--- src/rtl/disk_ctl_pkg.sv ---
package disk_ctl_pkg;
    typedef enum logic {
        PS_CLEAR   = 1'b0,
        PS_PENDING = 1'b1
    } pend_state_e;

    localparam int OFS_ID     = 'h00;
    localparam int OFS_TIMING = 'h04;
    localparam int OFS_SC     = 'h08;

    localparam int SC_IE_BIT   = 0;
    localparam int SC_CLR_BIT  = 1;
    localparam int SC_RST_BIT  = 2;
    localparam int SC_PEND_BIT = 5;

    localparam logic [5:0] ID_CODE  = 6'h09;
    localparam logic [5:0] ID_NCODE = 6'h36;
endpackage

--- src/rtl/disk_intrq_sync.sv ---
module disk_intrq_sync #(
    parameter int SYNC_STAGES = 2
) (
    input  logic clk,
    input  logic rst_n,
    input  logic async_in,
    output logic rise
);
    localparam int LAST = SYNC_STAGES - 1;

    logic [SYNC_STAGES-1:0] chain_q;
    logic                   prev_q;

    always_ff @(posedge clk) begin
        if (!rst_n) chain_q[0] <= 1'b0;
        else        chain_q[0] <= async_in;
    end

    generate
        for (genvar g = 1; g < SYNC_STAGES; g++) begin : g_stage
            always_ff @(posedge clk) begin
                if (!rst_n) chain_q[g] <= 1'b0;
                else        chain_q[g] <= chain_q[g-1];
            end
        end
    endgenerate

    always_ff @(posedge clk) begin
        if (!rst_n) prev_q <= 1'b0;
        else        prev_q <= chain_q[LAST];
    end

    assign rise = chain_q[LAST] & ~prev_q;

    // an edge indication lasts a single cycle
    p_edge_single_r3: assert property (@(posedge clk) disable iff (!rst_n)
        rise |=> !rise);
endmodule

--- src/rtl/disk_pend_fsm.sv ---
module disk_pend_fsm
    import disk_ctl_pkg::*;
(
    input  logic clk,
    input  logic rst_n,
    input  logic set_evt,
    input  logic clr_evt,
    output logic pending
);
    pend_state_e state_q, state_d;

    always_comb begin
        state_d = state_q;
        unique case (state_q)
            PS_CLEAR:   if (set_evt) state_d = PS_PENDING;
            PS_PENDING: if (clr_evt && !set_evt) state_d = PS_CLEAR;
            default:    state_d = PS_CLEAR;
        endcase
    end

    always_ff @(posedge clk) begin
        if (!rst_n) state_q <= PS_CLEAR;
        else        state_q <= state_d;
    end

    always_comb begin
        pending = (state_q == PS_PENDING);
    end

    // a set in the same cycle as a clear leaves the flag set
    p_set_wins_r7: assert property (@(posedge clk) disable iff (!rst_n)
        set_evt |=> pending);
    // a clear without a set drops the flag
    p_clear_drops_r5: assert property (@(posedge clk) disable iff (!rst_n)
        (clr_evt && !set_evt) |=> !pending);
    // without events the flag holds
    p_hold_r10: assert property (@(posedge clk) disable iff (!rst_n)
        (!clr_evt && !set_evt) |=> $stable(pending));
endmodule

--- src/rtl/disk_ctl_regs.sv ---
module disk_ctl_regs
    import disk_ctl_pkg::*;
#(
    parameter int         ADDR_W      = 8,
    parameter logic [7:0] REV         = 8'h02,
    parameter logic [7:0] CFG         = 8'h00,
    parameter int         SYNC_STAGES = 2
) (
    input  logic              clk,
    input  logic              rst_n,
    input  logic              host_wr,
    input  logic [ADDR_W-1:0] host_addr,
    input  logic [31:0]       host_wdata,
    output logic [31:0]       host_rdata,
    input  logic              drv_stat_rd,
    input  logic              drv_altstat_rd,
    input  logic              drv_intrq,
    output logic              irq,
    output logic              drv_reset_n
);
    localparam logic [ADDR_W-1:0] A_ID = ADDR_W'(OFS_ID);
    localparam logic [ADDR_W-1:0] A_SC = ADDR_W'(OFS_SC);
    localparam logic [31:0] ID_WORD = {CFG, REV, 2'b11, ID_NCODE, 2'b00, ID_CODE};

    logic ie_q, rst_ctl_q;
    logic rise, pending, wr_sc, clr_evt;
    logic unused_inputs;

    assign unused_inputs = ^{host_wdata[31:6], host_wdata[4:3], drv_altstat_rd};

    disk_intrq_sync #(.SYNC_STAGES(SYNC_STAGES)) u_sync (
        .clk      (clk),
        .rst_n    (rst_n),
        .async_in (drv_intrq),
        .rise     (rise)
    );

    assign wr_sc   = host_wr && (host_addr == A_SC);
    assign clr_evt = drv_stat_rd
                   || (wr_sc && (host_wdata[SC_CLR_BIT] || (host_wdata == 32'd0)));

    disk_pend_fsm u_pend (
        .clk     (clk),
        .rst_n   (rst_n),
        .set_evt (rise),
        .clr_evt (clr_evt),
        .pending (pending)
    );

    always_ff @(posedge clk) begin
        if (!rst_n) begin
            ie_q      <= 1'b0;
            rst_ctl_q <= 1'b0;
        end else if (wr_sc) begin
            ie_q      <= host_wdata[SC_IE_BIT];
            rst_ctl_q <= host_wdata[SC_RST_BIT];
        end
    end

    always_comb begin
        host_rdata = 32'd0;
        if (host_addr == A_ID) begin
            host_rdata = ID_WORD;
        end else if (host_addr == A_SC) begin
            host_rdata[SC_IE_BIT]   = ie_q;
            host_rdata[SC_RST_BIT]  = rst_ctl_q;
            host_rdata[SC_PEND_BIT] = pending;
        end
    end

    assign irq         = pending & ie_q;
    assign drv_reset_n = rst_ctl_q;

    // the output never fires with the enable off
    p_irq_gated_r4: assert property (@(posedge clk) disable iff (!rst_n)
        irq |-> (ie_q && pending));
    // the reset line follows the written control bit
    p_reset_follows_r8: assert property (@(posedge clk) disable iff (!rst_n)
        wr_sc |=> (drv_reset_n == $past(host_wdata[SC_RST_BIT])));
    // writing zero leaves enable off and reset asserted
    p_zero_write_r9: assert property (@(posedge clk) disable iff (!rst_n)
        (wr_sc && host_wdata == 32'd0) |=> (!irq && !drv_reset_n));
    // writes elsewhere leave control bits unchanged
    p_other_wr_r10: assert property (@(posedge clk) disable iff (!rst_n)
        (host_wr && host_addr != A_SC) |=> ($stable(ie_q) && $stable(rst_ctl_q)));
endmodule

--- config.mk ---
export PLATFORM = sky130hd
export DESIGN_NAME = disk_ctl_regs
export DESIGN_NICKNAME = d
export VERILOG_FILES = /design/src/rtl/disk_ctl_pkg.sv /design/src/rtl/disk_intrq_sync.sv /design/src/rtl/disk_pend_fsm.sv /design/src/rtl/disk_ctl_regs.sv
export SDC_FILE = /design/constraint.sdc
export NUM_CORES = 1
export LEC_CHECK = 0
export BUFFER_PORTS_ARGS = -buffer_cell sky130_fd_sc_hd__buf_2
export CORE_MARGIN = 4
export CORE_UTILIZATION = 32
export CTS_BUF_LIST = sky130_fd_sc_hd__clkbuf_16
export CTS_CLUSTER_DIAMETER = 60
export DETAILED_ROUTE_END_ITERATION = 12
export GPL_TIMING_DRIVEN = 0
export PLACE_DENSITY = 0.92
export RECOVER_POWER = 100
export REMOVE_ABC_BUFFERS = 1
export SLEW_MARGIN = 30
export SYNTH_ARGS = -nofsm -noshare
export SYNTH_HDL_FRONTEND = slang
export SYNTH_SLANG_ARGS = --single-unit
--- constraint.sdc ---
create_clock -name clk -period 3.5 [get_ports clk]
set_input_delay 0.7 -clock clk [delete_from_list [all_inputs] [get_ports clk]]
set_output_delay 0.7 -clock clk [all_outputs]
set_load 0.03 [all_outputs]
# Word level (Yosys, flattened, before mapping)
# Index checks and enable logic that the tools add are counted.
op_classes:
  muxes: 11
  eq_ne: 1
  reduce_logical: 8
  bitwise_logic: 4
ops:
  columns: ["operator", "count"]
  rows:
  - ["$logic_not 32->1", 1]
  - ["$mux 12", 1]
  - ["$mux 1", 9]
  - ["$eq 8x4->1 const B", 1]
  - ["$logic_not 8->1", 1]
  - ["$logic_and 1x1->1", 3]
  - ["$and 1x1->1", 2]
  - ["$logic_or 1x1->1", 2]
  - ["$not 1->1", 2]
  - ["$pmux 1 s2", 1]
  - ["$logic_not 1->1", 1]
totals:
  in_bits: 46
  reg_bits: 6

# Longest topological paths before layout
# Gate-level depths: netlist of the first run.
logic_depth:
  depth_word: 7
  depth_mapped: 4
  ltp_nobuf: 4

# Modules after synthesis
# From an unflattened synthesis of the first run, not the netlist that was laid out.
hier_totals:
  hier_cells: 74
  hier_area_um2: 605.6
modules_own_cells:
  columns: ["mod", "n_inst", "area_each_um2", "cells_per_inst"]
  rows:
  - ["disk_ctl_regs", 1, 471.7, 64]
  - ["disk_intrq_sync", 1, 92.6, 7]
  - ["disk_pend_fsm", 1, 41.3, 3]

# Least setup slack after synthesis of the first run
# Ideal clock, no wire load.
synth_timing:
  path_kind: "in2out"
  startpoint: "input port host_addr[6]"
  endpoint: "output port host_rdata[10]"
  arrival_ns: 2.010
  slack_ns: 0.790
  t_required_ns: 2.800
  stages: 4
  path_buffers: 1
  path_cell_list: "nor4_4 nand2_1 nor2_1 buf_4"
synth_via:
  elab_chain_cells: 2
synth_lines:
  columns: ["item", "line_no", "text"]
  rows:
  - ["start: declaration", "disk_ctl_regs.sv:12", "input logic [ADDR_W-1:0] host_addr,"]
  - ["$logic_not 8->1", "disk_ctl_regs.sv:62", "if (host_addr == A_ID) begin"]
  - ["$mux 12", "disk_ctl_regs.sv:62", null]
  - ["end: declaration", "disk_ctl_regs.sv:14", "output logic [31:0] host_rdata,"]
# Every way passes these cells.

# Worst setup path in the final report of the first run
layout_timing:
  startpoint: "input port host_addr[6]"
  endpoint: "output port host_rdata[15]"
# Same word-level chain as after synthesis.

==> flow_summary_export.csv, run 1 <==
group,metric,value,unit
cts,cts_buffers,3,
sta,skew,0.00429,ns
drt,highest_layer,"met4",
worst_setup_path,crit_fanout,8,
cts,cts_root_buffer,"clkbuf_16",
sta,finalSetupViolations,0,
sta,whs,0.417,ns
cts,clk_latency,0.23,ns
drt,num_vias,618,
synth,yosysSeqAreaShare,21.1,%
floorplan,rows,14,
cts,cts_resized,0,
cts,tritoncts,"done",
global_routing,grt_overflow,0,
drt,via_per_inst,4.26,
floorplan,coreArea,1590,um2
floorplan,die_w,50.1,um
drt,finalWirelength,1700,um
worst_setup_path,critPathArrivalTime,2.06,ns
placed_design,dp_hpwl,1510,um
global_routing,grt_max_degree,9,
synth,synthArstFlopShare,0,%
sta,slew_violations,0,
worst_setup_path,crit_type,"primary input to output port",
worst_setup_path,cpPeakStageDelay,0.43,ns
finish,diodes,0,
drt,wl_met3,303,um
sta,finalCritPeriodShare,78.8,%
floorplan,io_pins,80,
drt,wl_met1,434,um
finish,fin_nets,169,
finish,mostFrequentLayoutCells,"44 x buf_2, 21 x conb_1, 13 x clkbuf_1",
drt,drt_iter0_markers,4,
run_status,status,"finished, final reports clean",
global_routing,grt_pass1_wl,2530,um
finish,area_delta_synth_final,38.3,%
synth,synth-seq-cells,6,
drt,ant_nets,0,
global_routing,grt_pass1_vias,583,
synth,synth.cell_area,568,um2
finish,final_util,49.3,%
synth,synth_cell_types,18,
cts,htreeDepth,1,
sta,finalHoldViolCount,0,
worst_setup_path,reg2reg_slack,2.67,ns
drt,drt-wirelength-per-cell,11.8,um
worst_setup_path,crit_required,2.80,ns
synth,synth_warnings,0,
placed_design,port_buffers,57,
sta,rsz0062_at_grt,"false",
floorplan,die_area,2510,um2
drt,met2_length,932,um
worst_setup_path,worst_setup_path_start_kind,"primary input",
worst_setup_path,r2r_cells,3,
min_path,holdPathStages,1,
cts,postCtsHoldBufs,0,
synth,synthFlopType,"dfxtp_1",
sta,timing.fmax,0.363,GHz
drt,drc,0,
min_path,min_path_type,"register to register",
drt,dr.pass1.iters,4,
worst_setup_path,crit_slowest_cell,"nor4_1",
worst_setup_path,worstPathCellList,"buf_2, nor4_1, nand2_1, nor2_1, clkbuf_1",
power_and_ir_drop,power_density,406,nW/um2
power_and_ir_drop,ir_drop,0.216,mV
job,max_cap_violations,0,
cts,numClockSinks,6,
cts,postCtsSetupBuffers,0,
placed_design,gp_congestion,0.715,
floorplan,start_util,35.6,%
cts,path_clk_slew,0.03,ns
synth,synthCells,69,
floorplan,die_y,50.1,um
synth,synth-edff-count,0,
finish,layout-drive-gt1-share,39.7,%
finish,final_common_cell,"buf_2",
power_and_ir_drop,p_leak,0.418,nW
global_routing,antenna_found_initial,0,
cts,clockBufferDepth,2,
worst_setup_path,end_kind,"output port",
synth,syn_avg_cell_area,8.23,um2
sta,post-route-min-period,2.76,ns
global_routing,grt_usage,13.4,%
-- logic make-up (layout without fill, tap and decap cells) --
family / count (synthesis) / count (layout) / synth area share (%)
buffers and inverters: 31 / 63 / 39.0
AND/OR/NAND/NOR: 26 / 26 / 31.7
flip-flops: 6 / 6 / 21.1
AO/OA/AOI/OAI: 3 / 3 / 3.96
multiplexers: 2 / 2 / 3.52
other: 1 / 21 / 0.660
-- Yosys cell counts (all sizes together), types with 2 or more instances --
library cell,count,area [um2]
nand4,3,25.0
and2,5,31.3
and3,2,12.5
mux2i,2,20.0
dfxtp,6,120
inv,3,11.3
nand2,2,7.51
nor2b,3,18.8
buf,28,210
nor4,9,71.3
-- layout make-up --
class / instances / area [um2]
Clock buffer: 3 / 75.1
Fill cell: 170 / 808
Inverter: 3 / 11.3
Multi-Input combinational cell: 52 / 280
Sequential cell: 6 / 120
Tap cell: 24 / 30.0
Timing Repair Buffer: 57 / 269
-- worst paths after layout --
check / from / endpoint
worst max-delay path: host_addr[6] / host_rdata[15]
worst min-delay path: u_sync.chain_q[0]$_SDFF_PN0_ / u_sync.chain_q[1]$_SDFF_PN0_
worst max register to register: u_pend.pending$_SDFF_PN0_ / u_pend.pending$_SDFF_PN0_
worst min register to register: u_sync.chain_q[0]$_SDFF_PN0_ / u_sync.chain_q[1]$_SDFF_PN0_
-- power breakdown --
group / switching (W) / leakage (nW) / internal [W] / total (W)
Clock: 0.0000382 / 0.0370 / 0.000147 / 0.000185
Combinational: 0.0000426 / 0.332 / 0.0000204 / 0.0000630
Sequential: 0.000000719 / 0.0490 / 0.0000708 / 0.0000715
Total: 0.0000815 / 0.418 / 0.000238 / 0.000319
-- registers in the layout (all words and copies together) (netlist names) --
signal          count
u_sync.prev_q       1
drv_reset_n         1
u_sync.chain_q      2
ie_q                1
u_pend.pending      1
-- stage by stage --
| stage | power (W) | instances | setup slack, ns | TNS (ns) | area [um2] |
|---|---|---|---|---|---|
| after floorplan | 0.000108 | 61 | -1.25 | -10.00 | 433 |
| after global placement | 0.000135 | 142 | 1.04 | 0 | 748 |
| after detailed placement | 0.000137 | 142 | 0.981 | 0 | 748 |
| after CTS | 0.000324 | 145 | 0.964 | 0 | 823 |
| after global routing | 0.000334 | 145 | 0.582 | 0 | 786 |
| final | 0.000319 | 145 | 0.742 | 0 | 786 |
-- worst max-delay path, delay by kind of cell --
family        cells  cell delay, ns
buf+inv           2            0.46
simple gates      3            0.89
-- metal layers --
metal | track usage (%) | vias up
li1 | - | 295
met1 | 9.46 | 266
met2 | 27.4 | 53
met3 | 6.21 | 4
met4 | 8.29 | 0
met5 | 0 | -
No activity file was read; power rests on OpenSTA's default activity.
==> run 2: changes to the inputs <==
--- a/config.mk
+++ b/config.mk
@@ -7,12 +7,12 @@
 export LEC_CHECK = 0
 export BUFFER_PORTS_ARGS = -buffer_cell sky130_fd_sc_hd__buf_2
 export CORE_MARGIN = 4
-export CORE_UTILIZATION = 32
+export CORE_UTILIZATION = 27
 export CTS_BUF_LIST = sky130_fd_sc_hd__clkbuf_16
 export CTS_CLUSTER_DIAMETER = 60
 export DETAILED_ROUTE_END_ITERATION = 12
 export GPL_TIMING_DRIVEN = 0
-export PLACE_DENSITY = 0.92
+export PLACE_DENSITY = 0.84
 export RECOVER_POWER = 100
 export REMOVE_ABC_BUFFERS = 1
 export SLEW_MARGIN = 30
==> constraint.sdc (replaced) <==
create_clock -name clk -period 2.3 [get_ports clk]
set_input_delay 0.46 -clock clk [delete_from_list [all_inputs] [get_ports clk]]
set_output_delay 0.46 -clock clk [all_outputs]
set_load 0.03 [all_outputs]
==> run 2 against run 1 <==
Compared with the run above:
- worst hold slack improved by 0.017 ns
- combinational power increased by 53%
- power rose by 52%
- design area grew 3.5%
- first-iteration DRC count decreased by 75%
- register-to-register slack worse by 1.2 ns
- routed wire length is 11% lower
- via count fell by 4.0%
- clock skew is 0.0021 ns lower
==> flow_summary_export.csv, run 2 (synthesized netlist as in run 1, its figures left out) <==
group,metric,value,unit
cts,cts_root_buffer,"clkbuf_16",
global_routing,grt_overflow,0,
power_and_ir_drop,p_leak,0.444,nW
worst_setup_path,crit_fanout,8,
worst_setup_path,r2r_cells,3,
worst_setup_path,r2r_start,"u_pend.pending$_SDFF_PN0_",
sta,finalHoldViolCount,0,
floorplan,start_util,28.7,%
min_path,hold_end,"u_sync.chain_q[1]$_SDFF_PN0_",
worst_setup_path,crit_type,"primary input to output port",
min_path,holdPathStages,1,
power_and_ir_drop,ir_drop,0.441,mV
power_and_ir_drop,swShare,25.2,%
cts,htreeDepth,1,
power_and_ir_drop,clockPowerShare,57.7,%
cts,clk_latency,0.23,ns
worst_setup_path,end_kind,"output port",
sta,rsz0062_at_grt,"false",
job,max_cap_violations,0,
finish,fin_nets,169,
cts,cts_resized,0,
finish,layout-drive-gt1-share,46.3,%
placed_design,port_buffers,57,
cts,postCtsHoldBufs,0,
worst_setup_path,r2r-end,"u_pend.pending$_SDFF_PN0_",
power_and_ir_drop,p_seq_share,22.4,%
finish,area_delta_synth_final,43.2,%
worst_setup_path,crit_required,1.84,ns
min_path,min_path_type,"register to register",
min_path,min_from,"u_sync.chain_q[0]$_SDFF_PN0_",
finish,diodes,0,
power_and_ir_drop,total_power,0.000484,W
drt,ant_nets,0,
drt,num_vias,593,
global_routing,grt_pass1_wl,2220,um
floorplan,coreArea,1980,um2
finish,final_common_cell,"buf_2",
cts,cts_buffers,3,
sta,timing.fmax,0.484,GHz
finish,largest_reg_flops,2,
global_routing,grt_usage,10.7,%
drt,dr.pass1.iters,2,
drt,finalWirelength,1520,um
worst_setup_path,critPathArrivalTime,1.61,ns
placed_design,gp_congestion,0.678,
worst_setup_path,worst_setup_path_start_kind,"primary input",
floorplan,die_y,53.9,um
global_routing,grt_pass1_vias,550,
power_and_ir_drop,intPower,0.000362,W
power_and_ir_drop,combPwrFrac,19.9,%
finish,final_util,41.0,%
floorplan,die_w,53.9,um
floorplan,io_pins,80,
finish,regMostFlops,"u_sync.chain_q",
sta,skew,0.00216,ns
cts,numClockSinks,6,
cts,path_clk_slew,0.03,ns
power_and_ir_drop,power_density,595,nW/um2
drt,via_per_inst,4.01,
cts,clockBufferDepth,2,
drt,drc,0,
worst_setup_path,reg2reg_slack,1.48,ns
floorplan,die_area,2900,um2
sta,slew_violations,0,
power_and_ir_drop,power.switching,0.000122,W
placed_design,dp_hpwl,1400,um
sta,finalCritPeriodShare,89.9,%
sta,post-route-min-period,2.07,ns
floorplan,rows,16,
sta,finalSetupViolations,0,
finish,mostFrequentLayoutCells,"43 x buf_2, 21 x conb_1, 8 x nor4_1, 8 x clkbuf_2",
drt,drt_iter0_markers,1,
drt,drt-wirelength-per-cell,10.2,um
global_routing,grt_max_degree,9,
cts,tritoncts,"done",
run_status,status,"finished, final reports clean",
global_routing,antenna_found_initial,0,
cts,postCtsSetupBuffers,0,
run 2: cell type report:
| class | count | area, um2 |
|---|---|---|
| clock buffer | 3 | 75.1 |
| multi-input combinational | 52 | 295 |
| fill | 214 | 1170 |
| inverter | 3 | 11.3 |
| tap | 27 | 33.8 |
| timing repair buffer | 57 | 278 |
| sequential | 6 | 120 |
run 2: power by group through the flow:
stage	clock network, W	registers, W	logic (W)
2_1_floorplan	0	0.000110	0.0000544
3_3_place_gp	0	0.000110	0.0000958
3_5_place_dp	0	0.000110	0.0000970
4_1_cts	0.000286	0.000109	0.0000972
5_1_grt	0.000294	0.000109	0.000106
6_report	0.000279	0.000109	0.0000963
run 2: worst max-delay path: stages:
cell      delay [ns]
clkbuf_1        0.10
nor4_4          0.31
nand2_1         0.10
nor2_1          0.34
clkbuf_2        0.29
run 2: through the flow:
step                instance area (um2)  hold slack, ns  instances  setup TNS, ns  setup WS (ns)
floorplan                           433           0.406         61         -15.76          -1.97
global placement                    752           0.409        145              0          0.263
detailed placement                  752           0.416        145              0          0.257
CTS                                 827           0.433        148              0          0.257
global route                        813           0.466        148              0         0.0668
finish                              813           0.435        148              0          0.233
run 2: per-layer routing:
metal  wire (um)  GRT usage [%]
met1         396           9.08
met4          20           2.55
met2         848           22.4
met3         250           4.16
met5           0              0
run 2: worst max-delay path by stage:
stage,startpoint,endpoint,slack [ns],cells past startpoint
floorplan,host_addr[6],host_rdata[10],-1.97,3
global placement,host_addr[6],host_rdata[12],0.26,5
detailed placement,host_addr[6],host_rdata[12],0.26,5
CTS,host_addr[6],host_rdata[12],0.26,5
global route,host_addr[6],host_rdata[12],0.07,5
finish,host_addr[6],host_rdata[12],0.23,5
==> run 3: changes to the inputs <==
--- a/config.mk
+++ b/config.mk
@@ -5,14 +5,14 @@
 export SDC_FILE = /design/constraint.sdc
 export NUM_CORES = 1
 export LEC_CHECK = 0
+export ABC_AREA = 1
 export BUFFER_PORTS_ARGS = -buffer_cell sky130_fd_sc_hd__buf_2
 export CORE_MARGIN = 4
-export CORE_UTILIZATION = 27
-export CTS_BUF_LIST = sky130_fd_sc_hd__clkbuf_16
+export CORE_UTILIZATION = 28
 export CTS_CLUSTER_DIAMETER = 60
 export DETAILED_ROUTE_END_ITERATION = 12
 export GPL_TIMING_DRIVEN = 0
-export PLACE_DENSITY = 0.84
+export PLACE_DENSITY = 0.83
 export RECOVER_POWER = 100
 export REMOVE_ABC_BUFFERS = 1
 export SLEW_MARGIN = 30
==> run 3 against run 2 <==
Compared with the run above:
- worst setup slack got worse by 0.074 ns
- synthesized area increased by 9.0%
- sequential share of layout area decreased by 0.068 points
- count of clock-buffer cells in the layout unchanged
- die area increased by 4.4%
- largest cell class unchanged
==> flow_summary_export.csv, run 3 <==
group,metric,value,unit
run_status,status,"finished, final reports clean",
floorplan,rows,16,
sta,skew,0.00200,ns
cts,clk_latency,0.24,ns
synth,syn_avg_cell_area,5.96,um2
finish,largest_reg_flops,2,
power_and_ir_drop,power_density,370,nW/um2
floorplan,start_util,30.6,%
drt,dr.pass1.iters,3,
global_routing,grt_pass1_vias,533,
global_routing,grt_pass1_wl,1880,um
finish,fin_nets,204,
drt,drt-wirelength-per-cell,8.04,um
synth,synth_area_leaders,"buf_4 34%, dfxtp_1 19%, nor2_1 17%",
floorplan,die_w,55.0,um
synth,synthArstFlopShare,0,%
drt,drt_iter0_markers,2,
sta,rsz0062_at_grt,"false",
worst_setup_path,cpMostUsedCell,"buf_2",
sta,worst_slew_pin_slew,0.716,ns
drt,via_per_inst,3.70,
finish,final_common_cell,"buf_2",
synth,synth-edff-count,0,
global_routing,antenna_found_initial,0,
worst_setup_path,crit_fanout,9,
synth,synth_warnings,0,
drt,num_vias,677,
finish,diodes,0,
cts,postCtsSetupBuffers,0,
sta,timing.fmax,0.467,GHz
cts,clockBufferDepth,2,
global_routing,grt_overflow,0,
synth,yosysSeqAreaShare,19.4,%
worst_setup_path,worst_setup_path_start_kind,"primary input",
min_path,min_path_type,"primary input to register",
placed_design,gp_congestion,0.662,
sta,fin_setup_tns,0,ns
floorplan,io_pins,80,
power_and_ir_drop,total_power,0.000303,W
synth,synthFlopType,"dfxtp_1",
floorplan,die_y,55.0,um
worst_setup_path,crit_required,1.84,ns
global_routing,use_met2,16.7,%
sta,slew_violations,0,
worst_setup_path,crit_slowest_cell,"nor3_1",
cts,tritoncts,"done",
worst_setup_path,end_kind,"output port",
synth,synth.cell_area,619,um2
drt,drc,0,
worst_setup_path,critPathArrivalTime,1.68,ns
worst_setup_path,reg2reg_slack,1.57,ns
sta,post-route-min-period,2.14,ns
finish,layout-drive-gt1-share,38.5,%
cts,cts_buffers,3,
global_routing,met1_usage,7.84,%
cts,htreeDepth,1,
cts,cts_root_buffer,"clkbuf_4",
sta,finalCritPeriodShare,93.1,%
worst_setup_path,worstPathCellList,"buf_2, nor2_1, nand3_1, nor3_1, a21o_2, buf_2",
finish,area_delta_synth_final,31.9,%
job,max_cap_violations,0,
finish,regMostFlops,"u_sync.chain_q",
synth,synth_top_area_cell,"buf_4",
global_routing,top_usage_layer,"met2",
cts,numClockSinks,6,
sta,slew_headroom,51.9,%
cts,postCtsHoldBufs,0,
power_and_ir_drop,ir_drop,0.281,mV
drt,ant_nets,0,
sta,finalHoldViolCount,0,
global_routing,met3_usage,3.75,%
synth,synthCells,104,
synth,synth_top_area_share,33.9,%
placed_design,dp_hpwl,1360,um
worst_setup_path,cpPeakStageDelay,0.57,ns
placed_design,port_buffers,57,
synth,synth-seq-cells,6,
drt,finalWirelength,1470,um
floorplan,coreArea,2020,um2
finish,fill_cells,247,
synth,synth_cell_types,15,
worst_setup_path,crit_type,"primary input to output port",
power_and_ir_drop,p_leak,0.512,nW
global_routing,grt_usage,8.38,%
sta,finalSetupViolations,0,
global_routing,grt_max_degree,10,
floorplan,die_area,3030,um2
cts,cts_resized,0,
synth,yosys-top-cells-count,"28 x buf_4, 28 x nor2_1, 18 x nand2_1",
finish,mostFrequentLayoutCells,"47 x buf_2, 28 x nor2_1, 21 x conb_1",
cts,path_clk_slew,0.04,ns
run 3: stage by stage:
stage	cell area, um2	setup WS [ns]	hold WS [ns]	std cells	util, %
after floorplan	484	-4.11	0.386	96	-
after global placement	803	0.228	0.388	180	39.7
after detailed placement	803	0.186	0.403	180	39.7
after CTS	826	0.187	0.399	183	40.8
after global routing	817	0.0550	0.424	183	40.4
final	817	0.159	0.404	183	40.4
run 3: power by group:
group	internal, W	switching [W]
registers	0.000107	0.000000778
logic	0.0000336	0.0000672
clock network	0.0000588	0.0000348
run 3: cell type report:
class,count,area [um2],area share [%]
Clock buffer,3,22.5,2.76
Inverter,13,48.8,5.97
Multi-Input combinational cell,77,310,38.0
Sequential cell,6,120,14.7
Tap cell,27,33.8,4.13
Timing Repair Buffer,57,282,34.5
run 3: cells by family (layout without fill, tap and decap cells):
| kind of cell | count (synthesis) | in the layout | share of synthesized area (%) |
|---|---|---|---|
| buffers and inverters | 41 | 73 | 41.8 |
| AO/OA/AOI/OAI | 4 | 4 | 3.84 |
| AND/OR/NAND/NOR | 52 | 52 | 34.3 |
| other | 1 | 21 | 0.605 |
| flip-flops | 6 | 6 | 19.4 |
run 3: final timing paths:
path	endpoint	start	cells after the start
min	u_sync.chain_q[0]$_SDFF_PN0_	drv_intrq	3
min reg2reg	u_sync.chain_q[1]$_SDFF_PN0_	u_sync.chain_q[0]$_SDFF_PN0_	2
max reg2reg	u_pend.pending$_SDFF_PN0_	u_sync.chain_q[1]$_SDFF_PN0_	3
max	host_rdata[0]	host_addr[7]	6
run 3: worst max-delay path: cells and delay by family:
kind	cells	cell delay [ns]
and+or+nand+nor	3	0.77
AOI/OAI and AO/OA	1	0.16
buffers and inverters	2	0.29
run 3: metal layers:
metal | share of wire (%) | wire [um]
met2 | 45 | 666
met3 | 23 | 341
met4 | 0 | 0
met1 | 32 | 464
met5 | 0 | 0
